==> config.mk <==
export PLATFORM = sky130hd
export DESIGN_NAME = pipe_mem_port
export DESIGN_NICKNAME = d
export VERILOG_FILES = /design/src/rtl/mp_pkg.sv /design/src/rtl/mp_scale.sv /design/src/rtl/mp_word_path.sv /design/src/rtl/mp_byte_path.sv /design/src/rtl/pipe_mem_port.sv
export SDC_FILE = /design/constraint.sdc
export NUM_CORES = 1
export LEC_CHECK = 0
export BUFFER_PORTS_ARGS = -buffer_cell sky130_fd_sc_hd__buf_2
export CORE_MARGIN = 3
export CORE_UTILIZATION = 47
export DETAILED_ROUTE_END_ITERATION = 8
export GPL_TIMING_DRIVEN = 0
export PLACE_DENSITY = 0.9
export SKIP_CTS_REPAIR_TIMING = 1
export SYNTH_ARGS = -nofsm -noshare
export SYNTH_HDL_FRONTEND = slang
export SYNTH_SLANG_ARGS = --single-unit
==> constraint.sdc <==
create_clock -name clk -period 1.24 [get_ports clk]
set_input_delay 0.186 -clock clk [delete_from_list [all_inputs] [get_ports clk]]
set_output_delay 0.186 -clock clk [all_outputs]
set_load 0.05 [all_outputs]
==> src/rtl/mp_pkg.sv <==
package mp_pkg;
    localparam int MP_DATA_W = 32;
    localparam int MP_ADDR_W = 32;
    localparam int MP_BYTE_W = 8;

    // Number of address bits spanned by one word: log2(bytes per word)
    function automatic int mp_word_shift(input int data_w, input int byte_w);
        return $clog2(data_w / byte_w);
    endfunction
endpackage

==> src/rtl/mp_scale.sv <==
module mp_scale #(
    parameter int W     = 32,
    parameter int SHIFT = 2
) (
    input  logic [W-1:0] word_addr_i,
    output logic [W-1:0] byte_addr_o
);
    generate
        if (SHIFT == 0) begin : g_pass
            assign byte_addr_o = word_addr_i;
        end else begin : g_shift
            assign byte_addr_o = {word_addr_i[W-1-SHIFT:0], {SHIFT{1'b0}}};
        end
    endgenerate
endmodule

==> src/rtl/mp_word_path.sv <==
module mp_word_path #(
    parameter int DATA_W = 32,
    parameter int ADDR_W = 32,
    parameter int SHIFT  = 2
) (
    input  logic              clk,
    input  logic              rst_n,
    input  logic [DATA_W-1:0] c_bus,
    input  logic              addr_ld,
    input  logic              data_ld,
    input  logic              rd_req,
    input  logic              wr_req,
    output logic [ADDR_W-1:0] word_addr,
    output logic [DATA_W-1:0] word_data,
    output logic              mem_rd_en,
    output logic [ADDR_W-1:0] mem_rd_addr,
    input  logic [DATA_W-1:0] mem_rd_data,
    output logic              mem_wr_en,
    output logic [ADDR_W-1:0] mem_wr_addr,
    output logic [DATA_W-1:0] mem_wr_data
);
    typedef struct packed {
        logic [ADDR_W-1:0] addr;
        logic [DATA_W-1:0] data;
        logic              pend;
        logic [ADDR_W-1:0] pend_addr;
    } wstate_t;

    wstate_t           st_d, st_q;
    logic [ADDR_W-1:0] scaled;

    mp_scale #(.W(ADDR_W), .SHIFT(SHIFT)) u_scale (
        .word_addr_i (st_q.addr),
        .byte_addr_o (scaled)
    );

    always_comb begin
        st_d = st_q;
        if (addr_ld) st_d.addr = c_bus[ADDR_W-1:0];
        if (data_ld) st_d.data = c_bus;
        // A returning read wins over a bus load in the same cycle
        if (st_q.pend) st_d.data = mem_rd_data;
        st_d.pend      = rd_req;
        st_d.pend_addr = scaled;
    end

    always_ff @(posedge clk) begin
        if (!rst_n) st_q <= '0;
        else        st_q <= st_d;
    end

    assign word_addr   = st_q.addr;
    assign word_data   = st_q.data;
    assign mem_rd_en   = st_q.pend;
    assign mem_rd_addr = st_q.pend_addr;
    assign mem_wr_en   = wr_req;
    assign mem_wr_addr = scaled;
    assign mem_wr_data = st_q.data;
endmodule

==> src/rtl/mp_byte_path.sv <==
module mp_byte_path #(
    parameter int DATA_W = 32,
    parameter int ADDR_W = 32,
    parameter int BYTE_W = 8
) (
    input  logic              clk,
    input  logic              rst_n,
    input  logic [DATA_W-1:0] c_bus,
    input  logic              pc_ld,
    input  logic              fetch_req,
    output logic [ADDR_W-1:0] pc,
    output logic [BYTE_W-1:0] fetch_byte,
    output logic              mem_fetch_en,
    output logic [ADDR_W-1:0] mem_fetch_addr,
    input  logic [BYTE_W-1:0] mem_fetch_data
);
    typedef struct packed {
        logic [ADDR_W-1:0] pc;
        logic [BYTE_W-1:0] buf_byte;
        logic              pend;
        logic [ADDR_W-1:0] pend_addr;
    } bstate_t;

    bstate_t st_d, st_q;

    always_comb begin
        st_d = st_q;
        if (pc_ld)     st_d.pc       = c_bus[ADDR_W-1:0];
        if (st_q.pend) st_d.buf_byte = mem_fetch_data;
        st_d.pend      = fetch_req;
        st_d.pend_addr = st_q.pc;
    end

    always_ff @(posedge clk) begin
        if (!rst_n) st_q <= '0;
        else        st_q <= st_d;
    end

    assign pc             = st_q.pc;
    assign fetch_byte     = st_q.buf_byte;
    assign mem_fetch_en   = st_q.pend;
    assign mem_fetch_addr = st_q.pend_addr;
endmodule

==> src/rtl/pipe_mem_port.sv <==
module pipe_mem_port #(
    parameter int DATA_W = mp_pkg::MP_DATA_W,
    parameter int ADDR_W = mp_pkg::MP_ADDR_W,
    parameter int BYTE_W = mp_pkg::MP_BYTE_W
) (
    input  logic              clk,
    input  logic              rst_n,
    input  logic [DATA_W-1:0] c_bus,
    input  logic              addr_ld,
    input  logic              data_ld,
    input  logic              pc_ld,
    input  logic              rd_req,
    input  logic              wr_req,
    input  logic              fetch_req,
    output logic [ADDR_W-1:0] word_addr,
    output logic [DATA_W-1:0] word_data,
    output logic [ADDR_W-1:0] pc,
    output logic [BYTE_W-1:0] fetch_byte,
    output logic              mem_rd_en,
    output logic [ADDR_W-1:0] mem_rd_addr,
    input  logic [DATA_W-1:0] mem_rd_data,
    output logic              mem_wr_en,
    output logic [ADDR_W-1:0] mem_wr_addr,
    output logic [DATA_W-1:0] mem_wr_data,
    output logic              mem_fetch_en,
    output logic [ADDR_W-1:0] mem_fetch_addr,
    input  logic [BYTE_W-1:0] mem_fetch_data
);
    localparam int WORD_SHIFT = mp_pkg::mp_word_shift(DATA_W, BYTE_W);

    mp_word_path #(.DATA_W(DATA_W), .ADDR_W(ADDR_W), .SHIFT(WORD_SHIFT)) u_word (
        .clk         (clk),
        .rst_n       (rst_n),
        .c_bus       (c_bus),
        .addr_ld     (addr_ld),
        .data_ld     (data_ld),
        .rd_req      (rd_req),
        .wr_req      (wr_req),
        .word_addr   (word_addr),
        .word_data   (word_data),
        .mem_rd_en   (mem_rd_en),
        .mem_rd_addr (mem_rd_addr),
        .mem_rd_data (mem_rd_data),
        .mem_wr_en   (mem_wr_en),
        .mem_wr_addr (mem_wr_addr),
        .mem_wr_data (mem_wr_data)
    );

    mp_byte_path #(.DATA_W(DATA_W), .ADDR_W(ADDR_W), .BYTE_W(BYTE_W)) u_byte (
        .clk            (clk),
        .rst_n          (rst_n),
        .c_bus          (c_bus),
        .pc_ld          (pc_ld),
        .fetch_req      (fetch_req),
        .pc             (pc),
        .fetch_byte     (fetch_byte),
        .mem_fetch_en   (mem_fetch_en),
        .mem_fetch_addr (mem_fetch_addr),
        .mem_fetch_data (mem_fetch_data)
    );
endmodule

==> flow_summary_export.csv, run 1 <==
group,metric,value,unit
worst_setup_path,cp_cell_sequence,"buf_2",
timing,slew-limit-headroom,61.66,%
timing,fin_ws,-6.295,ps
cts,cts_buffer_depth,2,
worst_setup_path,critPathArrivalTime,1060,ps
final_layout,drive_gt1_share,58.83,%
final_layout,nets,1026,
global_route,overflow,0,
timing,post-route-min-period,1246,ps
status,run_status,"finished with violations",
timing,whs,30.13,ps
worst_setup_path,critical_path_class,"reg2out",
die,die_height,127.3,um
cts,tritoncts,"built",
global_route,grt_pass1_wl,28650,um
timing,setup_viol,4,
placed_design,gp_congestion,0.8095,
min_path,hold_end,"u_byte.fetch_byte[0]$_SDFFE_PN0P_",
worst_setup_path,worst_path_max_delay_cell,"dfxtp_2",
global_route,antenna_found_initial,1,
die,ioPinCount,315,
timing,period_share,100.5,%
yosys,async_flop_share,0,%
yosys,synth_seq_cells,168,
timing,finalSetupTns,-19.23,ps
worst_setup_path,crit_buf_inv,1,
yosys,synth-seq-area-share,48.63,%
cts,cts.sinks,168,
worst_setup_path,worst_ep_required_time,1050,ps
yosys,yosysMostFrequentCell,"dfxtp_1",
worst_setup_path,cp_top_family,"flip-flops",
worst_setup_path,reg2reg_setup_slack,0,ps
min_path,min_from,"mem_fetch_data[0]",
route,finalWirelength,23710,um
power_and_ir_drop,cellPowerDensity,1432,nW/um2
die,fp.dieArea,16210,um2
worst_setup_path,r2r-end,"u_word.mem_wr_data[13]$_SDFFE_PN0P_",
route,ant_nets,0,
yosys,synth_warnings,0,
yosys,synth_edf_count,0,
route,via_per_inst,4.950,
timing,skew,6.649,ps
global_route,first_global_vias,5296,
yosys,yosysTopAreaCell,"dfxtp_1",
placed_design,placedCellCount,1095,
worst_setup_path,critPathLaunch,"u_word.mem_wr_data[6]$_SDFFE_PN0P_",
yosys,synthesis.area,6915,um2
global_route,grt_usage,22.96,%
yosys,synth_area_leaders,"dfxtp_1 (49%), buf_4 (11%), mux2i_1 (10%)",
yosys,yosys_most_used_dff,"dfxtp_1",
final_layout,area_growth,55.87,%
die,core_area,14150,um2
cts,cts_root_buffer,"clkbuf_16",
cts,clk_pin_slew,60,ps
status,violations,"negative setup slack",
worst_setup_path,worst_r2r_path_depth,3,
worst_setup_path,cp-end-kind,"output port",
worst_setup_path,worst-path-stages,1,
final_layout,fin_util,76.18,%
min_path,hp-class,"in2reg",
cts,cts_buffers,17,
worst_setup_path,cp_max_fo,3,
power_and_ir_drop,peakVddDrop,912.5,uV
worst_setup_path,startpoint_type,"flop",
final_layout,finalNonFillerCells,1138,
route,drc_errors,0,
worst_setup_path,critPathMaxStageDelay,360,ps
yosys,yosysTopAreaCellShare,48.63,%
placed_design,hpwl,14260,um
power_and_ir_drop,p_total,15.44,mW
route,via_count,5633,
route,drt_first_pass_iters,4,
yosys,avgSynthCellArea,11.39,um2
die,std_cell_rows,43,
yosys,synth_common_cells,"dfxtp_1 (168), buf_4 (102), mux2i_1 (72), nor2b_1 (72), and2_1 (64)",
global_route,grt_max_degree,17,
yosys,syn_inst,607,
yosys,ys_types,15,
timing,grt_setup_unrepaired,"true",
worst_setup_path,crit-reg2reg-launch,"u_word.mem_rd_en$_SDFF_PN0_",
route,wl_per_cell,20.83,um
die,die_w,127.3,um
power_and_ir_drop,p_leak,5.522,nW
route,first_iter_violations,284,
placed_design,port_buffers,305,
cts,ctsHtreeMaxLevel,4,
min_path,min_delay_path_depth,3,
timing,fmax,802.4,MHz
timing,drv_slew,0,
timing,hold_viol_final,0,
timing,worstMarginPinSlew,575.0,ps
run,maxCapViolations,0,
die,start_util,48.87,%
cts,insertion_delay,420,ps
## cells by family after synthesis
kind of cell	after synthesis	synth area share, %
buf+inv	134	13.84
flops	168	48.63
mux	104	17.26
simple gates	168	15.58
other cells	1	0.05423
compound gates	32	4.632
## power breakdown
part	switching (mW)	internal (mW)
Combinational	2.42	1.61
Clock	2.17	3.26
Sequential	0.274	5.71
## worst max-delay path by stage
| stage | endpoint | slack [ps] |
|---|---|---|
| 3_3_place_gp | u_word.mem_wr_data[12]$_SDFFE_PN0P_ | -230 |
| 5_1_grt | pc[9] | -40 |
| 4_1_cts | u_word.mem_wr_data[10]$_SDFFE_PN0P_ | -280 |
| 6_report | mem_wr_data[6] | -6 |
| 3_5_place_dp | u_word.mem_wr_data[10]$_SDFFE_PN0P_ | -270 |
| 2_1_floorplan | u_word.mem_wr_data[10]$_SDFFE_PN0P_ | 8 |
## stage by stage
| stage | area (um2) | worst slack, ps |
|---|---|---|
| floorplan | 6929 | 8.403 |
| detailed placement | 8681 | -270.8 |
| global route | 10780 | -37.24 |
| CTS | 9281 | -277.6 |
| finish | 10780 | -6.295 |
| global placement | 8681 | -232.9 |
## layer usage
| metal | track usage [%] | part of all wire, % | vias up | wire [um] |
|---|---|---|---|---|
| li1 | - | - | 2559 | - |
| met1 | 24.96 | 36 | 2742 | 8505 |
| met2 | 42.40 | 54 | 283 | 12820 |
| met3 | 6.020 | 7.1 | 49 | 1677 |
| met4 | 8.833 | 3.0 | 0 | 705 |
| met5 | 0 | 0 | - | 0 |
## layout by cell type, fill, tap and decap left out, types with 11 or more instances in the layout
master | Yosys | layout
clkbuf_1 | 16 | 14
clkbuf_16 | 0 | 17
mux2_4 | 30 | 30
mux2i_1 | 72 | 72
buf_2 | 12 | 164
dfxtp_1 | 168 | 102
dfxtp_2 | 0 | 41
and2_1 | 64 | 64
nand2b_1 | 11 | 11
clkbuf_4 | 0 | 40
nor2b_1 | 72 | 72
buf_4 | 102 | 67
buf_8 | 0 | 71
or2b_1 | 21 | 21
o211a_1 | 32 | 32
dfxtp_4 | 0 | 25
buf_6 | 1 | 90
## layout make-up
cell class	instances	area, um2
Antenna cell	1	2.502
Buffer	134	1195
Clock buffer	19	452.9
Clock inverter	11	147.6
Fill cell	795	3371
Multi-Input combinational cell	308	2606
Sequential cell	168	3508
Tap cell	180	225.2
Timing Repair Buffer	317	2641
## registers in the layout, indices dropped and copies added, names as in the netlist
name,cells
u_byte.mem_fetch_addr,32
u_word.word_addr,32
u_byte.pc,32
u_byte.mem_fetch_en,1
u_word.mem_wr_data,32
u_word.mem_rd_addr,30
u_byte.fetch_byte,8
u_word.mem_rd_en,1
Power figures use the tool's default switching activity.
==> inputs of run 2 (changes only) <==
--- a/config.mk
+++ b/config.mk
@@ -7,10 +7,10 @@
 export LEC_CHECK = 0
 export BUFFER_PORTS_ARGS = -buffer_cell sky130_fd_sc_hd__buf_2
 export CORE_MARGIN = 3
-export CORE_UTILIZATION = 47
+export CORE_UTILIZATION = 35
 export DETAILED_ROUTE_END_ITERATION = 8
 export GPL_TIMING_DRIVEN = 0
-export PLACE_DENSITY = 0.9
+export PLACE_DENSITY = 0.73
 export SKIP_CTS_REPAIR_TIMING = 1
 export SYNTH_ARGS = -nofsm -noshare
 export SYNTH_HDL_FRONTEND = slang
==> run 2 against run 1 <==
  * The run now ends clean
  * Sequential power about the same
  * Non-clock buffer count fell by 6
  * Combinational power decreased by 1%
  * Routed wire length decreased by 7.4%
  * Flip-flop and latch count stayed put
  * Critical path depth is 1 higher
  * Core utilization down 19 points
  * Final cell count up 6.7%
  * First-iteration DRC count decreased by 56%
  * Global-route usage decreased by 5.5 points
  * Power shrank 3.1%
  * Via count fell by 4.0%
  * Largest power group unchanged
==> flow_summary_export.csv, run 2 (synthesis results as in run 1) <==
group,metric,value,unit
placed_design,hpwl,14290,um
worst_setup_path,startpoint_type,"flop",
min_path,min_delay_path_depth,3,
power_and_ir_drop,peakVddDrop,864.2,uV
worst_setup_path,critPathLaunch,"u_word.word_addr[26]$_SDFFE_PN0P_",
final_layout,final_cell_mix,"buf_2 (159), dfxtp_1 (103), buf_6 (90)",
die,core_area,19080,um2
worst_setup_path,r2r-end,"u_word.mem_wr_data[31]$_SDFFE_PN0P_",
die,fp.dieArea,21480,um2
timing,whs,37.60,ps
timing,slew-limit-headroom,61.36,%
worst_setup_path,critPathArrivalTime,1040,ps
power_and_ir_drop,p_leak,5.487,nW
placed_design,gp_congestion,0.7427,
worst_setup_path,critical_path_class,"reg2out",
timing,skew,8.008,ps
timing,period_share,99.05,%
timing,setup_viol,0,
worst_setup_path,crit-reg2reg-launch,"u_word.mem_rd_en$_SDFF_PN0_",
cts,clk_pin_slew,70,ps
die,std_cell_rows,50,
die,die_height,146.6,um
route,wl_per_cell,18.07,um
worst_setup_path,cp-end-kind,"output port",
route,drc_errors,0,
route,via_per_inst,4.456,
route,finalWirelength,21940,um
status,run_status,"finished, final reports clean",
power_and_ir_drop,p_comb_share,26.6,%
timing,drv_slew,0,
timing,worstMarginPinSlew,579.6,ps
placed_design,placedCellCount,1175,
global_route,antenna_found_initial,1,
power_and_ir_drop,cellPowerDensity,1379,nW/um2
cts,tritoncts,"built",
power_and_ir_drop,pwr-share-clk,33.5,%
die,ioPinCount,315,
power_and_ir_drop,internal_power,10.10,mW
worst_setup_path,worst_r2r_path_depth,4,
cts,cts.sinks,168,
cts,insertion_delay,410,ps
power_and_ir_drop,seqPwrFrac,39.9,%
final_layout,finalNonFillerCells,1214,
placed_design,port_buffers,305,
cts,cts_buffers,17,
final_layout,area_growth,56.87,%
timing,fmax,814.2,MHz
final_layout,fin_util,56.85,%
min_path,hp-class,"in2reg",
power_and_ir_drop,switching_power,4.863,mW
run,maxCapViolations,0,
timing,post-route-min-period,1228,ps
global_route,first_global_vias,5212,
power_and_ir_drop,switching_share,32.51,%
route,ant_nets,0,
worst_setup_path,cp_max_fo,4,
global_route,grt_pass1_wl,29470,um
global_route,overflow,0,
worst_setup_path,reg2reg_setup_slack,50,ps
die,start_util,36.24,%
cts,cts_buffer_depth,2,
die,die_w,146.6,um
worst_setup_path,worst_ep_required_time,1050,ps
final_layout,nets,1020,
global_route,grt_usage,17.48,%
route,via_count,5409,
worst_setup_path,crit_end,"word_addr[26]",
final_layout,mostFrequentLayoutCell,"buf_2",
timing,hold_viol_final,0,
route,first_iter_violations,125,
global_route,grt_max_degree,17,
cts,cts_root_buffer,"clkbuf_16",
cts,ctsHtreeMaxLevel,4,
route,drt_first_pass_iters,4,
final_layout,drive_gt1_share,58.45,%
power_and_ir_drop,p_total,14.96,mW
timing,grt_setup_unrepaired,"true",
run 2: changes by cell type in the layout (fill, tap and decap cells not counted), moves of 2 or more:
cell,change
buf_2,-5
buf_8,+6
bufinv_16,-2
clkbuf_4,-7
clkbuf_8,-2
clkinv_2,+2
dfxtp_2,-4
dfxtp_4,+3
inv_6,+2
run 2: stage by stage:
step | TNS, ps | worst slack [ps] | instance area, um2
global placement | -5642 | -343.3 | 8781
floorplan | 0 | 8.403 | 6929
global route | -844.8 | -35.21 | 10850
CTS | -18360 | -348.1 | 9334
detailed placement | -5583 | -345.6 | 8781
finish | 0 | 11.77 | 10850
run 2: routing by layer:
metal	up-vias	GRT usage, %	wire (um)
li1	2554	-	-
met1	2586	20.92	8552
met2	244	30.63	11510
met3	25	5.462	1558
met4	0	4.186	321
met5	-	0	0
run 2: how the worst min path moves through the flow:
stage	startpoint	endpoint	slack [ps]
3_5_place_dp	rd_req	u_word.mem_rd_en$_SDFF_PN0_	410
4_1_cts	rd_req	u_word.mem_rd_en$_SDFF_PN0_	-30
2_1_floorplan	fetch_req	u_byte.mem_fetch_en$_SDFF_PN0_	310
3_3_place_gp	rd_req	u_word.mem_rd_en$_SDFF_PN0_	400
5_1_grt	mem_fetch_data[0]	u_byte.fetch_byte[0]$_SDFFE_PN0P_	40
6_report	mem_fetch_data[0]	u_byte.fetch_byte[0]$_SDFFE_PN0P_	40
run 2: final cells by class:
type                       count  area, um2
clock buffer                  18      429.2
multi-input combinational    308       2606
tap                          260      325.3
timing repair buffer         313       2641
sequential                   168       3515
clock inverter                14      123.9
buffer                       132       1205
antenna                        1      2.502
fill                        1537       8233
run 2: worst max-delay path, cell delays in order, from the launching register on:
cell     delay (ps)
dfxtp_4         370
buf_6           120
buf_8           140
run 2: power by group through the flow:
| stage | Clock, mW | Combinational, mW | Sequential, mW |
|---|---|---|---|
| after floorplan | 0 | 1.74 | 6.83 |
| after global placement | 0 | 3.30 | 6.03 |
| after detailed placement | 0 | 3.33 | 6.04 |
| after CTS | 5.11 | 3.33 | 5.92 |
| after global routing | 5.36 | 4.14 | 6.00 |
| final | 5.02 | 3.98 | 5.96 |
==> inputs of run 3 (changes only) <==
--- a/config.mk
+++ b/config.mk
@@ -10,6 +10,7 @@
 export CORE_UTILIZATION = 35
 export DETAILED_ROUTE_END_ITERATION = 8
 export GPL_TIMING_DRIVEN = 0
+export MAX_ROUTING_LAYER = met4
 export PLACE_DENSITY = 0.73
 export SKIP_CTS_REPAIR_TIMING = 1
 export SYNTH_ARGS = -nofsm -noshare
==> run 3 against run 2 <==
  * Non-clock buffer count up 2
  * Power down 0.17%
  * First-iteration DRC count up 4.0%
  * Critical path type unchanged
  * Critical endpoint is now mem_wr_data[24]
==> flow_summary_export.csv, run 3 (synthesis results as in run 1) <==
group,metric,value,unit
cts,cts_buffers,17,
worst_setup_path,critical_path_class,"reg2out",
timing,fin_ws,10.61,ps
cts,cts_buffer_depth,2,
worst_setup_path,cp_top_family,"flip-flops",
worst_setup_path,critPathLaunch,"u_word.mem_wr_data[24]$_SDFFE_PN0P_",
final_layout,mostFrequentLayoutCell,"buf_2",
route,via_count,5390,
placed_design,hpwl,14290,um
route,first_iter_violations,130,
final_layout,drive_gt1_share,58.53,%
worst_setup_path,crit-reg2reg-launch,"u_word.mem_rd_en$_SDFF_PN0_",
timing,post-route-min-period,1229,ps
timing,drv_slew,0,
status,run_status,"finished, final reports clean",
power_and_ir_drop,peakVddDrop,862.0,uV
worst_setup_path,crit_buf_inv,1,
worst_setup_path,worst_r2r_path_depth,4,
worst_setup_path,cp_cell_sequence,"buf_2",
final_layout,finalNonFillerCells,1216,
timing,grt_setup_unrepaired,"true",
min_path,min_delay_path_depth,3,
cts,tritoncts,"built",
timing,period_share,99.14,%
min_path,hp-class,"in2reg",
global_route,first_global_vias,5232,
cts,ctsHtreeMaxLevel,4,
die,die_w,146.6,um
placed_design,gp_congestion,0.7520,
worst_setup_path,startpoint_type,"flop",
placed_design,pre_cts_ws,-345.6,ps
cts,cts_root_buffer,"clkbuf_16",
placed_design,placedCellCount,1175,
route,drc_errors,0,
die,core_area,19080,um2
die,start_util,36.24,%
timing,skew,6.415,ps
timing,setup_viol,0,
global_route,grt_usage,17.94,%
power_and_ir_drop,cellPowerDensity,1384,nW/um2
worst_setup_path,critPathMaxStageDelay,360,ps
worst_setup_path,critPathArrivalTime,1040,ps
global_route,overflow,0,
die,die_height,146.6,um
timing,hold_viol_final,0,
timing,finalSetupTns,0,ps
route,ant_nets,0,
placed_design,port_buffers,305,
global_route,antenna_found_initial,1,
power_and_ir_drop,p_leak,5.481,nW
final_layout,final_cell_mix,"buf_2 (163), dfxtp_1 (103), buf_6 (88)",
die,ioPinCount,315,
worst_setup_path,worst_path_max_delay_cell,"dfxtp_2",
global_route,grt_max_degree,17,
timing,whs,37.95,ps
timing,slew-limit-headroom,62.21,%
run,maxCapViolations,0,
route,finalWirelength,21820,um
route,wl_per_cell,17.94,um
cts,cts.sinks,168,
min_path,min_from,"mem_fetch_data[0]",
die,std_cell_rows,50,
route,drt_first_pass_iters,4,
die,fp.dieArea,21480,um2
worst_setup_path,cp-end-kind,"output port",
timing,fmax,813.4,MHz
cts,clk_pin_slew,60,ps
worst_setup_path,cp_max_fo,3,
cts,insertion_delay,410,ps
final_layout,area_growth,56.07,%
worst_setup_path,worst_ep_required_time,1050,ps
final_layout,nets,1022,
global_route,grt_pass1_wl,29370,um
worst_setup_path,worst-path-stages,1,
timing,worstMarginPinSlew,566.9,ps
route,via_per_inst,4.433,
run 3: changes by cell type in the layout (fill, tap and decap cells not counted), sizes merged:
| cell | previous run | this run |
|---|---|---|
| buf | 395 | 397 |
run 3: worst paths after layout:
check / slack (ps) / to
max: 10 / mem_wr_data[24]
min: 40 / u_byte.fetch_byte[0]$_SDFFE_PN0P_
max reg2reg: 50 / u_word.mem_wr_data[31]$_SDFFE_PN0P_
min reg2reg: 490 / u_byte.mem_fetch_addr[12]$_SDFF_PN0_
run 3: per-stage QoR:
stage | total power [mW] | utilization (%) | cell area (um2)
3_3_place_gp | 9.331 | 46.02 | 8781
4_1_cts | 14.36 | 48.92 | 9334
3_5_place_dp | 9.361 | 46.02 | 8781
2_1_floorplan | 8.563 | - | 6929
6_report | 14.93 | 56.56 | 10790
5_1_grt | 15.46 | 56.56 | 10790
run 3: metal layers:
metal	global-route usage (%)	routed length [um]	vias to the layer above
li1	-	-	2553
met2	30.59	11490	225
met3	4.531	1225	20
met1	21.24	8842	2592
met5	-	0	-
met4	4.468	257	0
run 3: area by class of cell:
| type | count | area [um2] |
|---|---|---|
| flip-flops and latches | 168 | 3507 |
| fillers | 1547 | 8288 |
| diodes | 1 | 2.502 |
| plain buffers | 134 | 1192 |
| repair buffers | 313 | 2606 |
| clock buffers | 18 | 429.2 |
| clock inverters | 14 | 123.9 |
| multi-input cells | 308 | 2606 |
| well taps | 260 | 325.3 |
run 3: where the power goes:
| group | internal, mW | switching, mW |
|---|---|---|
| sequential | 5.70 | 0.256 |
| clock | 2.78 | 2.24 |
| combinational | 1.60 | 2.36 |
